**src/rtl/mpc_pkg.sv**
```systemverilog
package mpc_pkg;

    localparam int DATA_W = 32;
    localparam int IPI_W  = 16;

    // register index = req_addr[7:4]
    localparam logic [3:0] IX_WHOAMI = 4'h0;
    localparam logic [3:0] IX_COUNT  = 4'h1;
    localparam logic [3:0] IX_START  = 4'h2;
    localparam logic [3:0] IX_BOOTPC = 4'h3;
    localparam logic [3:0] IX_HOLDX  = 4'h5;
    localparam logic [3:0] IX_RELSE  = 4'h6;
    localparam logic [3:0] IX_BOOTSP = 4'h7;
    localparam logic [3:0] IX_RANDOM = 4'h8;
    localparam logic [3:0] IX_MEMSZ  = 4'h9;
    localparam logic [3:0] IX_IPI1   = 4'hA;
    localparam logic [3:0] IX_IPIN   = 4'hB;
    localparam logic [3:0] IX_IPIQ   = 4'hC;
    localparam logic [3:0] IX_CYCLES = 4'hD;

    typedef enum logic [1:0] {
        CS_IDLE = 2'd0,
        CS_RUN  = 2'd1,
        CS_HOLD = 2'd2
    } core_state_e;

    function automatic logic [DATA_W-1:0] size_mask(input logic [1:0] sz);
        case (sz)
            2'd0:    size_mask = 32'h0000_00FF;
            2'd1:    size_mask = 32'h0000_FFFF;
            default: size_mask = 32'hFFFF_FFFF;
        endcase
    endfunction

endpackage

```
**src/rtl/mpc_ipi_q.sv**
```systemverilog
module mpc_ipi_q #(
    parameter int DEPTH = 8,
    parameter int W     = 16
) (
    input  logic         clk,
    input  logic         rst_n,
    input  logic         push,
    input  logic [W-1:0] push_data,
    input  logic         pop,
    input  logic         flush,
    output logic [W-1:0] head,
    output logic         empty,
    output logic         overflow
);
    localparam int PTR_W = (DEPTH > 1) ? $clog2(DEPTH) : 1;
    localparam int CNT_W = $clog2(DEPTH + 1);
    localparam logic [CNT_W-1:0] FULL_CNT = CNT_W'(DEPTH);
    localparam logic [PTR_W-1:0] LAST_PTR = PTR_W'(DEPTH - 1);

    logic [W-1:0]     mem [DEPTH];
    logic [PTR_W-1:0] wr_ptr, rd_ptr;
    logic [CNT_W-1:0] cnt;
    logic             full, do_push, do_pop;

    assign full    = (cnt == FULL_CNT);
    assign empty   = (cnt == '0);
    assign do_push = push && !full;
    assign do_pop  = pop && !empty;
    assign head    = mem[rd_ptr];

    always_ff @(posedge clk) begin
        if (do_push && !flush) begin
            mem[wr_ptr] <= push_data;
        end
    end

    always_ff @(posedge clk) begin
        if (!rst_n || flush) begin
            wr_ptr   <= '0;
            rd_ptr   <= '0;
            cnt      <= '0;
            overflow <= 1'b0;
        end else begin
            if (do_push) begin
                wr_ptr <= (wr_ptr == LAST_PTR) ? '0 : wr_ptr + 1'b1;
            end
            if (do_pop) begin
                rd_ptr <= (rd_ptr == LAST_PTR) ? '0 : rd_ptr + 1'b1;
            end
            if (push && full && !do_pop) begin
                overflow <= 1'b1;
            end
            cnt <= cnt + CNT_W'(do_push) - CNT_W'(do_pop);
        end
    end

    AST_NO_OVERFLOW: assert property (@(posedge clk) disable iff (!rst_n)
        cnt <= FULL_CNT);
    AST_FULL_DROPS: assert property (@(posedge clk) disable iff (!rst_n)
        (push && full && !pop && !flush) |=> (overflow && $stable(cnt)));
    AST_FLUSH_EMPTIES: assert property (@(posedge clk) disable iff (!rst_n)
        flush |=> (empty && !overflow));

endmodule

```
**src/rtl/mpc_core_seq.sv**
```systemverilog
module mpc_core_seq
    import mpc_pkg::*;
(
    input  logic clk,
    input  logic rst_n,
    input  logic start_hit,
    input  logic hold_hit,
    input  logic release_hit,
    output logic run,
    output logic hold,
    output logic start_pulse
);
    core_state_e state_q, state_d;

    // state register
    always_ff @(posedge clk) begin
        if (!rst_n) begin
            state_q <= CS_IDLE;
        end else begin
            state_q <= state_d;
        end
    end

    // transitions
    always_comb begin
        state_d = state_q;
        unique case (state_q)
            CS_IDLE: begin
                if (start_hit) state_d = CS_RUN;            // T_BOOT
            end
            CS_RUN: begin
                if (start_hit)     state_d = CS_RUN;        // T_RESTART
                else if (hold_hit) state_d = CS_HOLD;       // T_SUSPEND
            end
            CS_HOLD: begin
                if (start_hit || release_hit) state_d = CS_RUN; // T_RESUME
            end
            default: state_d = CS_IDLE;
        endcase
    end

    // outputs
    always_ff @(posedge clk) begin
        if (!rst_n) begin
            start_pulse <= 1'b0;
        end else begin
            start_pulse <= start_hit;
        end
    end

    always_comb begin
        run  = (state_q == CS_RUN);
        hold = (state_q == CS_HOLD);
    end

    AST_START_RUNS: assert property (@(posedge clk) disable iff (!rst_n)
        start_hit |=> (run && start_pulse));
    AST_IDLE_NOT_HELD: assert property (@(posedge clk) disable iff (!rst_n)
        (hold_hit && !start_hit && state_q == CS_IDLE) |=> !hold);
    AST_RELEASE_RUNS: assert property (@(posedge clk) disable iff (!rst_n)
        (release_hit && hold) |=> run);

endmodule

```
**src/rtl/mpc_lfsr.sv**
```systemverilog
module mpc_lfsr #(
    parameter int          W    = 32,
    parameter logic [W-1:0] MASK = 32'h8020_0003,
    parameter logic [W-1:0] SEED = 32'h1ACE_B00C
) (
    input  logic         clk,
    input  logic         rst_n,
    output logic [W-1:0] value
);
    always_ff @(posedge clk) begin
        if (!rst_n) begin
            value <= SEED;
        end else begin
            value <= (value >> 1) ^ (value[0] ? MASK : '0);
        end
    end

    AST_LFSR_LIVE: assert property (@(posedge clk) disable iff (!rst_n)
        value != '0);

endmodule

```
**src/rtl/mpc_unit.sv**
```systemverilog
module mpc_unit
    import mpc_pkg::*;
#(
    parameter int          NCPU      = 4,
    parameter int          QDEPTH    = 8,
    parameter logic [31:0] MEM_BYTES = 32'h0800_0000,
    parameter int          ID_W      = (NCPU > 1) ? $clog2(NCPU) : 1
) (
    input  logic                 clk,
    input  logic                 rst_n,
    input  logic                 req_valid,
    input  logic                 req_we,
    input  logic [7:0]           req_addr,
    input  logic [1:0]           req_size,
    input  logic [ID_W-1:0]      req_cpu,
    input  logic [31:0]          req_wdata,
    output logic                 rsp_valid,
    output logic [31:0]          rsp_rdata,
    output logic [NCPU-1:0]      cpu_start,
    output logic [NCPU-1:0]      cpu_run,
    output logic [NCPU-1:0]      cpu_hold,
    output logic [NCPU*32-1:0]   cpu_boot_pc,
    output logic [NCPU*32-1:0]   cpu_boot_sp,
    output logic [NCPU-1:0]      cpu_irq
);
    logic [3:0]        idx;
    logic              acc_ok;
    logic [31:0]       mask, wd, rd_val;
    logic [IPI_W-1:0]  ipi_num;
    logic [15:0]       ipi_tgt;
    logic [31:0]       pc_q, sp_q, cyc_q, rnd;
    logic              wr_start, wr_hold, wr_rel, wr_one, wr_many, wr_q, rd_q;

    logic [IPI_W-1:0]  q_head [NCPU];
    logic [NCPU-1:0]   q_empty, q_ovf;

    assign idx     = req_addr[7:4];
    assign acc_ok  = req_valid && (req_addr[3:0] == 4'h0);
    assign mask    = size_mask(req_size);
    assign wd      = req_wdata & mask;
    assign ipi_num = wd[31:16];
    assign ipi_tgt = wd[15:0];

    assign wr_start = acc_ok && req_we && (idx == IX_START);
    assign wr_hold  = acc_ok && req_we && (idx == IX_HOLDX);
    assign wr_rel   = acc_ok && req_we && (idx == IX_RELSE);
    assign wr_one   = acc_ok && req_we && (idx == IX_IPI1) && (ipi_num != '0);
    assign wr_many  = acc_ok && req_we && (idx == IX_IPIN) && (ipi_num != '0);
    assign wr_q     = acc_ok && req_we && (idx == IX_IPIQ);
    assign rd_q     = acc_ok && !req_we && (idx == IX_IPIQ);

    // shared boot registers and cycle counter
    always_ff @(posedge clk) begin
        if (!rst_n) begin
            pc_q  <= '0;
            sp_q  <= '0;
            cyc_q <= '0;
        end else begin
            cyc_q <= cyc_q + 32'd1;
            if (acc_ok && req_we && idx == IX_BOOTPC) pc_q <= wd;
            if (acc_ok && req_we && idx == IX_BOOTSP) sp_q <= wd;
        end
    end

    mpc_lfsr #(.W(32)) u_rng (
        .clk   (clk),
        .rst_n (rst_n),
        .value (rnd)
    );

    for (genvar j = 0; j < NCPU; j++) begin : g_cpu
        logic st_hit, hd_hit, rl_hit, push, pop, flush;

        assign st_hit = wr_start && (wd == 32'(j));
        assign hd_hit = wr_hold  && (wd != 32'(j));
        assign rl_hit = wr_rel   && (wd == 32'(j));
        assign push   = (wr_one && ipi_tgt == 16'(j)) || (wr_many && ipi_tgt != 16'(j));
        assign pop    = rd_q && (req_cpu == ID_W'(j));
        assign flush  = wr_q && (req_cpu == ID_W'(j));

        mpc_core_seq u_seq (
            .clk         (clk),
            .rst_n       (rst_n),
            .start_hit   (st_hit),
            .hold_hit    (hd_hit),
            .release_hit (rl_hit),
            .run         (cpu_run[j]),
            .hold        (cpu_hold[j]),
            .start_pulse (cpu_start[j])
        );

        mpc_ipi_q #(.DEPTH(QDEPTH), .W(IPI_W)) u_q (
            .clk       (clk),
            .rst_n     (rst_n),
            .push      (push),
            .push_data (ipi_num),
            .pop       (pop),
            .flush     (flush),
            .head      (q_head[j]),
            .empty     (q_empty[j]),
            .overflow  (q_ovf[j])
        );

        assign cpu_irq[j] = !q_empty[j];

        always_ff @(posedge clk) begin
            if (!rst_n) begin
                cpu_boot_pc[j*32 +: 32] <= '0;
                cpu_boot_sp[j*32 +: 32] <= '0;
            end else if (st_hit) begin
                cpu_boot_pc[j*32 +: 32] <= pc_q;
                cpu_boot_sp[j*32 +: 32] <= sp_q;
            end
        end
    end

    // read mux
    always_comb begin
        rd_val = '0;
        if (acc_ok && !req_we) begin
            case (idx)
                IX_WHOAMI: rd_val = 32'(req_cpu);
                IX_COUNT:  rd_val = 32'(NCPU);
                IX_RANDOM: rd_val = rnd;
                IX_MEMSZ:  rd_val = MEM_BYTES;
                IX_CYCLES: rd_val = cyc_q;
                IX_IPIQ: begin
                    for (int j = 0; j < NCPU; j++) begin
                        if (req_cpu == ID_W'(j)) begin
                            rd_val = {q_ovf[j], 15'd0, (q_empty[j] ? '0 : q_head[j])};
                        end
                    end
                end
                default: rd_val = '0;
            endcase
        end
    end

    always_ff @(posedge clk) begin
        if (!rst_n) begin
            rsp_valid <= 1'b0;
            rsp_rdata <= '0;
        end else begin
            rsp_valid <= req_valid && !req_we;
            rsp_rdata <= rd_val & mask;
        end
    end

    AST_START_ONEHOT: assert property (@(posedge clk) disable iff (!rst_n)
        $onehot0(cpu_start));
    AST_MISALIGNED_QUIET: assert property (@(posedge clk) disable iff (!rst_n)
        (req_valid && !req_we && req_addr[3:0] != 4'h0) |=> (rsp_rdata == '0));

endmodule

```
**config.mk**
```make
export PLATFORM = sky130hd
export DESIGN_NAME = mpc_unit
export DESIGN_NICKNAME = d
export VERILOG_FILES = /design/src/rtl/mpc_pkg.sv /design/src/rtl/mpc_ipi_q.sv /design/src/rtl/mpc_core_seq.sv /design/src/rtl/mpc_lfsr.sv /design/src/rtl/mpc_unit.sv
export SDC_FILE = /design/constraint.sdc
export NUM_CORES = 1
export LEC_CHECK = 0
export ABC_AREA = 1
export BUFFER_PORTS_ARGS = -buffer_cell sky130_fd_sc_hd__buf_2
export CAP_MARGIN = 10
export CORE_MARGIN = 4
export CORE_UTILIZATION = 32
export DETAILED_ROUTE_END_ITERATION = 10
export PLACE_DENSITY = 0.46
export SLEW_MARGIN = 0
export SYNTH_ARGS = -nofsm -noshare
export SYNTH_HDL_FRONTEND = slang
export SYNTH_SLANG_ARGS = --single-unit
export TNS_END_PERCENT = 20
```
**constraint.sdc**
```tcl
create_clock -name clk -period 7.5 [get_ports clk]
set_input_delay 0.375 -clock clk [delete_from_list [all_inputs] [get_ports clk]]
set_output_delay 0.375 -clock clk [all_outputs]
set_load 0.02 [all_outputs]
```
==> impl_metrics.tcl, run 1 <==
set metrics [dict create \
    critPathMaxStageDelay_ps 720 \
    slew_headroom 0.171 \
    syn2layout_area_growth_pct 17.8 \
    cp_num_buf_inv 6 \
    syn_nets 4124 \
    yosys.area_share.simple 0.163 \
    totalWireLength_um 130000 \
    start_kind "input pin" \
    clk_path_buf_depth 3 \
    min_from "req_wdata[6]" \
    yosys.area_share.xor_xnor 0.00221 \
    whs_path_depth 3 \
    p_clk_frac 0.477 \
    dp_hpwl_um 84800 \
    ctsRootBufferMaster "clkbuf_16" \
    rows 128 \
    core_um2 123000 \
    wl_per_cell_um 21.4 \
    peakVddDrop_uv 188 \
    dieArea_um2 130000 \
    drtIter0Drc 2208 \
    whs_endpoint "pc_q[6]" \
    h-tree-depth 3 \
    grt_use_total 0.194 \
    min_period_ps 3920 \
    async_flop_share 0 \
    outcome "finished, final reports clean" \
    grt_pass1_vias 28665 \
    crit_fanout 72 \
    regToRegEndpoint "rsp_rdata[2]" \
    synth_edf_count 512 \
    synth_top_area_cell "edfxtp_1" \
    reg2regPathDepth 9 \
    synth_fa_ha_area_frac 0.0149 \
    numClockSinks 997 \
    power_leakage_nw 17.9 \
    clk_latency_ps 690 \
    synth-seq-cells 997 \
    gp_congestion 0.823 \
    crit_required_ps 8100 \
    cts_buffers 109 \
    layout.nets 4434 \
    yosysTopAreaCellShare 0.387 \
    syn_inst 4031 \
    netSwitchingPower_w 0.00248 \
    rsz0062_at_grt "false" \
    drc_errors 0 \
    path_cells "dlygate4sd3_1, buf_2, nand4_1, nor3_4, buf_4, inv_2, nor2_4, buf_4, buf_4, o21ai_0, a21oi_1" \
    hp-class "input pin to flip-flop" \
    p_int_w 0.00899 \
    io_pins 353 \
    numPortBuffers 352 \
    fin_setup_tns_ps 0 \
    drive_gt1_frac 0.167 \
    synth_top_family_by_area "simple AND/OR/NAND/NOR gates" \
    ys_warn_count 0 \
    die_w_um 360 \
    synthTopCellsByArea "edfxtp_1, dfxtp_1, nand2_1, nor2_1, a21oi_1" \
    synthMuxAreaShare 0 \
    p_sw_frac 0.216 \
    drv_slew 0 \
    tritoncts "done" \
    initial_core_util 0.324 \
    synthesis.area_um2 39700 \
    chipHeight_um 360 \
    grt_remaining_overflow 0 \
    fin_skew_ps 24.7 \
    post_drt_via_cell_ratio 4.87 \
    post-cts-setup-buffers 0 \
    crit_family "buffers and inverters" \
    grt_start_max_net_pins 192 \
    arrival_ps 4520 \
    synth_flop_cell "edfxtp_1" \
    syn_area_per_cell_um2 9.85 \
    synth_compound_area_frac 0.130 \
    crit_top_cell "buf_4" \
    vias 29560 \
    fillers 12285 \
    utilization 0.382 \
    min_period_over_period 0.523 \
    sequentialPowerShare 0.501 \
    setup_viol 0 \
    clkTransAtPathRegs_ps 60 \
    ant_nets 0 \
    firstDrtPassIters 5 \
    tightest_slew_ps 1240 \
    rrSetupSlack_ps 4070 \
    antenna_found_initial 26 \
    max_freq_ghz 0.255 \
    p_comb_frac 0.022 \
    synthDistinctLibCells 49 \
    crit_type "input pin to flip-flop" \
    grt_pass1_wl_um 191000 \
    maxCapViolations 0 \
    powerDensity_nw_per_um2 245 \
    cp-end-kind "flip-flop" \
    cpMaxStageDelayCell "buf_4" \
    ys_seq_area_frac 0.632 \
    hold_viol_final 0 \
]
-- kinds of logic after synthesis --
group,count (synthesis)
xor+xnor,10
simple gates,1533
fa+ha+maj,45
flops,997
compound gates,908
buf+inv,538
-- power groups by stage --
stage | Combinational (W) | Sequential, W | Clock, W
3_3_place_gp | 0.000249 | 0.00586 | 0
4_1_cts | 0.000254 | 0.00575 | 0.00559
2_1_floorplan | 0.000126 | 0.00586 | 0
6_report | 0.000249 | 0.00575 | 0.00547
3_5_place_dp | 0.000250 | 0.00586 | 0
5_1_grt | 0.000272 | 0.00574 | 0.00580
-- worst reg2reg max path, cell delays in order, from the launching register on --
cell,delay [ps]
dfxtp_2,310
buf_4,600
inv_1,670
buf_4,440
o21ai_0,230
o211ai_1,190
nand3_1,170
nand2_1,70
o21ai_0,470
a21oi_1,140
-- what timing repair did --
item,4_1_cts,5_1_grt
resized for setup,0,0
hold buffers,7,0
hold endpoints to repair,8,0
endpoints found under the setup margin,0,0
-- cells in the mapped netlist, types with 11 or more instances --
master / count
o21ai_1: 136
or2_2: 31
nor3_1: 32
buf_1: 13
buf_2: 25
a211oi_2: 56
buf_4: 24
nand4_1: 21
nand2_1: 610
ha_1: 41
inv_1: 283
nor4_1: 11
edfxtp_1: 512
o211ai_1: 29
nor2_1: 497
clkbuf_1: 160
o21ai_0: 270
buf_6: 21
a21oi_1: 371
nand3_1: 303
dfxtp_1: 485
-- worst max-delay path by stage --
stage                     start  slack (ps)  cells past startpoint                      to
floorplan           req_size[1]        4750                     13  g_cpu[2].u_q.mem[1][0]
global placement    req_addr[2]        3340                     11         cpu_boot_sp[79]
detailed placement  req_addr[2]        3280                     11         cpu_boot_sp[79]
CTS                      req_we        3620                     11         cpu_boot_sp[79]
global route             req_we        3260                     11         cpu_boot_sp[77]
finish                   req_we        3580                     11         cpu_boot_sp[79]
-- layer usage --
layer / GRT usage / part of all wire
met3: 0.0507 / 0.073
met5: 0 / 0.00081
met4: 0.0438 / 0.022
met2: 0.315 / 0.46
met1: 0.262 / 0.44
-- layout make-up --
cell class	count	area (um2)	share of cell area
Inverter	295	1110	0.0238
Tap cell	1625	2030	0.0435
Multi-Input combinational cell	2496	12400	0.264
Sequential cell	997	25100	0.536
Timing Repair Buffer	442	2480	0.0529
Antenna cell	19	47.5	0.00102
Clock inverter	58	646	0.0138
Clock buffer	144	3000	0.0642
-- cell usage in the layout, fill, tap and decap left out, drive strengths merged, types with 29 or more instances in the layout --
master and n:
clkinv 44, or2 31, a21oi 381, clkbuf 145, buf 434, nor2 507
ha 41, inv 296, nand3 306, a211oi 65, dfxtp 485, o21ai 406
nand2 615, o211ai 29, nor3 34, edfxtp 512
-- state kept, by name, summed over array words and instances (netlist names), 8 cells and up, named ones only --
| register | cells |
|---|---|
| sp_q | 32 |
| g_cpu.u_q.wr_ptr | 12 |
| cpu_boot_pc | 128 |
| g_cpu.u_q.rd_ptr | 12 |
| g_cpu.u_q.cnt | 16 |
| rsp_rdata | 32 |
| pc_q | 32 |
| cyc_q | 32 |
| cpu_boot_sp | 128 |
| g_cpu.u_q.mem | 512 |
| g_cpu.u_seq.state_q | 8 |
| u_rng.value | 32 |
-- metrics by stage --
| stage | hold WS [ps] | total power [W] | setup slack [ps] | instances | area, um2 |
|---|---|---|---|---|---|
| 4_1_cts | 23.5 | 0.0116 | 3620 | 6057 | 46700 |
| 3_5_place_dp | 411 | 0.00611 | 3280 | 5848 | 43000 |
| 3_3_place_gp | 410 | 0.00611 | 3340 | 5848 | 43000 |
| 5_1_grt | 70.9 | 0.0118 | 3260 | 6058 | 46700 |
| 2_1_floorplan | 392 | 0.00599 | 4750 | 4031 | 39700 |
| 6_report | 69.3 | 0.0115 | 3580 | 6076 | 46800 |
Note: power is estimated with default switching activity, not from simulation.
==> inputs of run 2 (changes only) <==
PLACE_DENSITY = 0.48   (was 0.46)
clock period = 3.37 ns   (was 7.5 ns; I/O delays follow)
==> impl_metrics.tcl, run 2 (same netlist as run 1, synthesis figures left out) <==
set metrics [dict create \
    ant_nets 0 \
    die_w_um 360 \
    final_cell_mix "nand2_1, edfxtp_1, nor2_1" \
    dp.cells 5895 \
    drive_gt1_frac 0.177 \
    start_kind "input pin" \
    min_period_ps 2740 \
    regArea_um2 25100 \
    crit_fanout 7 \
    grt_use_total 0.198 \
    powerDensity_nw_per_um2 541 \
    fillers 12224 \
    totalWireLength_um 133000 \
    drc_errors 0 \
    io_pins 353 \
    crit_type "input pin to flip-flop" \
    numClockSinks 997 \
    wl_per_cell_um 21.6 \
    top_regs "g_cpu.u_q.mem x512, cpu_boot_pc x128, cpu_boot_sp x128" \
    setup_viol 0 \
    arrival_ps 3300 \
    cts_hold_buf 23 \
    cp-end-kind "flip-flop" \
    dp_hpwl_um 90100 \
    post_drt_via_cell_ratio 4.92 \
    largest_register_ffs 512 \
    slew_headroom 0.330 \
    tritoncts "done" \
    clkTransAtPathRegs_ps 60 \
    grt_pass1_vias 29228 \
    path_cells "dlygate4sd3_1, buf_2, inv_1, nand2_1, nor2_1, buf_4, inv_1, nor2_1, nand2_1, nand2_1, nand3_1, inv_2, ha_1, inv_1, fa_1, xor2_1, nor2_1" \
    hp-class "input pin to flip-flop" \
    max_freq_ghz 0.365 \
    dieArea_um2 130000 \
    numPortBuffers 352 \
    rsz0062_at_grt "false" \
    vias 30183 \
    min_period_over_period 0.813 \
    drtIter0Drc 2415 \
    drv_slew 0 \
    antenna_found_initial 24 \
    multiInputGateArea_um2 12400 \
    ctsRootBufferMaster "clkbuf_16" \
    hold_viol_final 0 \
    rows 128 \
    regMostFlops "g_cpu.u_q.mem" \
    critPathMaxStageDelay_ps 550 \
    layout.nets 4496 \
    fin_skew_ps 31.4 \
    core_um2 123000 \
    syn2layout_area_growth_pct 19.9 \
    gp_congestion 0.901 \
    outcome "finished, final reports clean" \
    peakVddDrop_uv 364 \
    chipHeight_um 360 \
    fin_setup_tns_ps 0 \
    post-cts-setup-buffers 0 \
    maxCapViolations 0 \
    grt_start_max_net_pins 130 \
    grt_remaining_overflow 0 \
    clk_path_buf_depth 3 \
    cts_buffers 108 \
    grt_pass1_wl_um 195000 \
    stdcell_count 6134 \
    layout_commonest_cell "nand2_1" \
    cpMaxStageDelayCell "dlygate4sd3_1" \
    crit_required_ps 3930 \
    cts_resized 0 \
    firstDrtPassIters 7 \
    clk_latency_ps 710 \
    initial_core_util 0.324 \
    power_leakage_nw 18.3 \
    h-tree-depth 3 \
    tightest_slew_ps 998 \
]
## run 2: area by class of cell
cell class | instances | area share
sequential | 997 | 0.527
inverter | 295 | 0.0234
timing repair buffer | 505 | 0.0676
tap | 1625 | 0.0427
clock buffer | 152 | 0.0653
antenna | 11 | 0.000578
multi-input combinational | 2496 | 0.260
clock inverter | 53 | 0.0137
## run 2: final timing paths
path                       startpoint                   to  slack (ps)  depth (start not counted)
setup / recovery         req_wdata[5]  g_cpu[2].u_q.cnt[2]         630                         17
hold / removal             req_cpu[1]         rsp_rdata[2]          80                          5
setup reg to reg  g_cpu[1].u_q.cnt[2]  g_cpu[1].u_q.cnt[2]         650                         10
hold reg to reg       u_rng.value[10]       u_rng.value[9]         420                          2
## run 2: worst max-delay path: cells and delay by family
kind	cells	cell delay, ps
XOR/XNOR	1	140
adder cells (fa/ha/maj)	2	570
buffers and inverters	7	1220
AND/OR/NAND/NOR	7	1190
## run 2: per-layer routing
metal | track usage | vias up | routed length, um
met1 | 0.261 | 14616 | 58100
met2 | 0.321 | 851 | 61200
met5 | 0 | - | 69
met4 | 0.0591 | 10 | 3750
met3 | 0.0517 | 201 | 9710
li1 | - | 14505 | -
## run 2: through the flow
| stage | instance area [um2] | power (W) | util | hold WS (ps) | setup WS (ps) |
|---|---|---|---|---|---|
| after detailed placement | 43600 | 0.0136 | 0.356 | 402 | 507 |
| after CTS | 47600 | 0.0260 | 0.388 | 18.7 | 680 |
| final | 47600 | 0.0257 | 0.388 | 81.6 | 630 |
| after floorplan | 39700 | 0.0133 | - | 247 | 795 |
| after global routing | 47600 | 0.0266 | 0.388 | 89.0 | 482 |
| after global placement | 43600 | 0.0136 | 0.356 | 387 | 522 |
## run 2: power by group
group          total (W)  internal, W  switching (W)
Sequential        0.0128       0.0128      0.0000234
Clock             0.0123      0.00724        0.00510
Combinational   0.000614     0.000150       0.000464
Total             0.0257       0.0202        0.00559
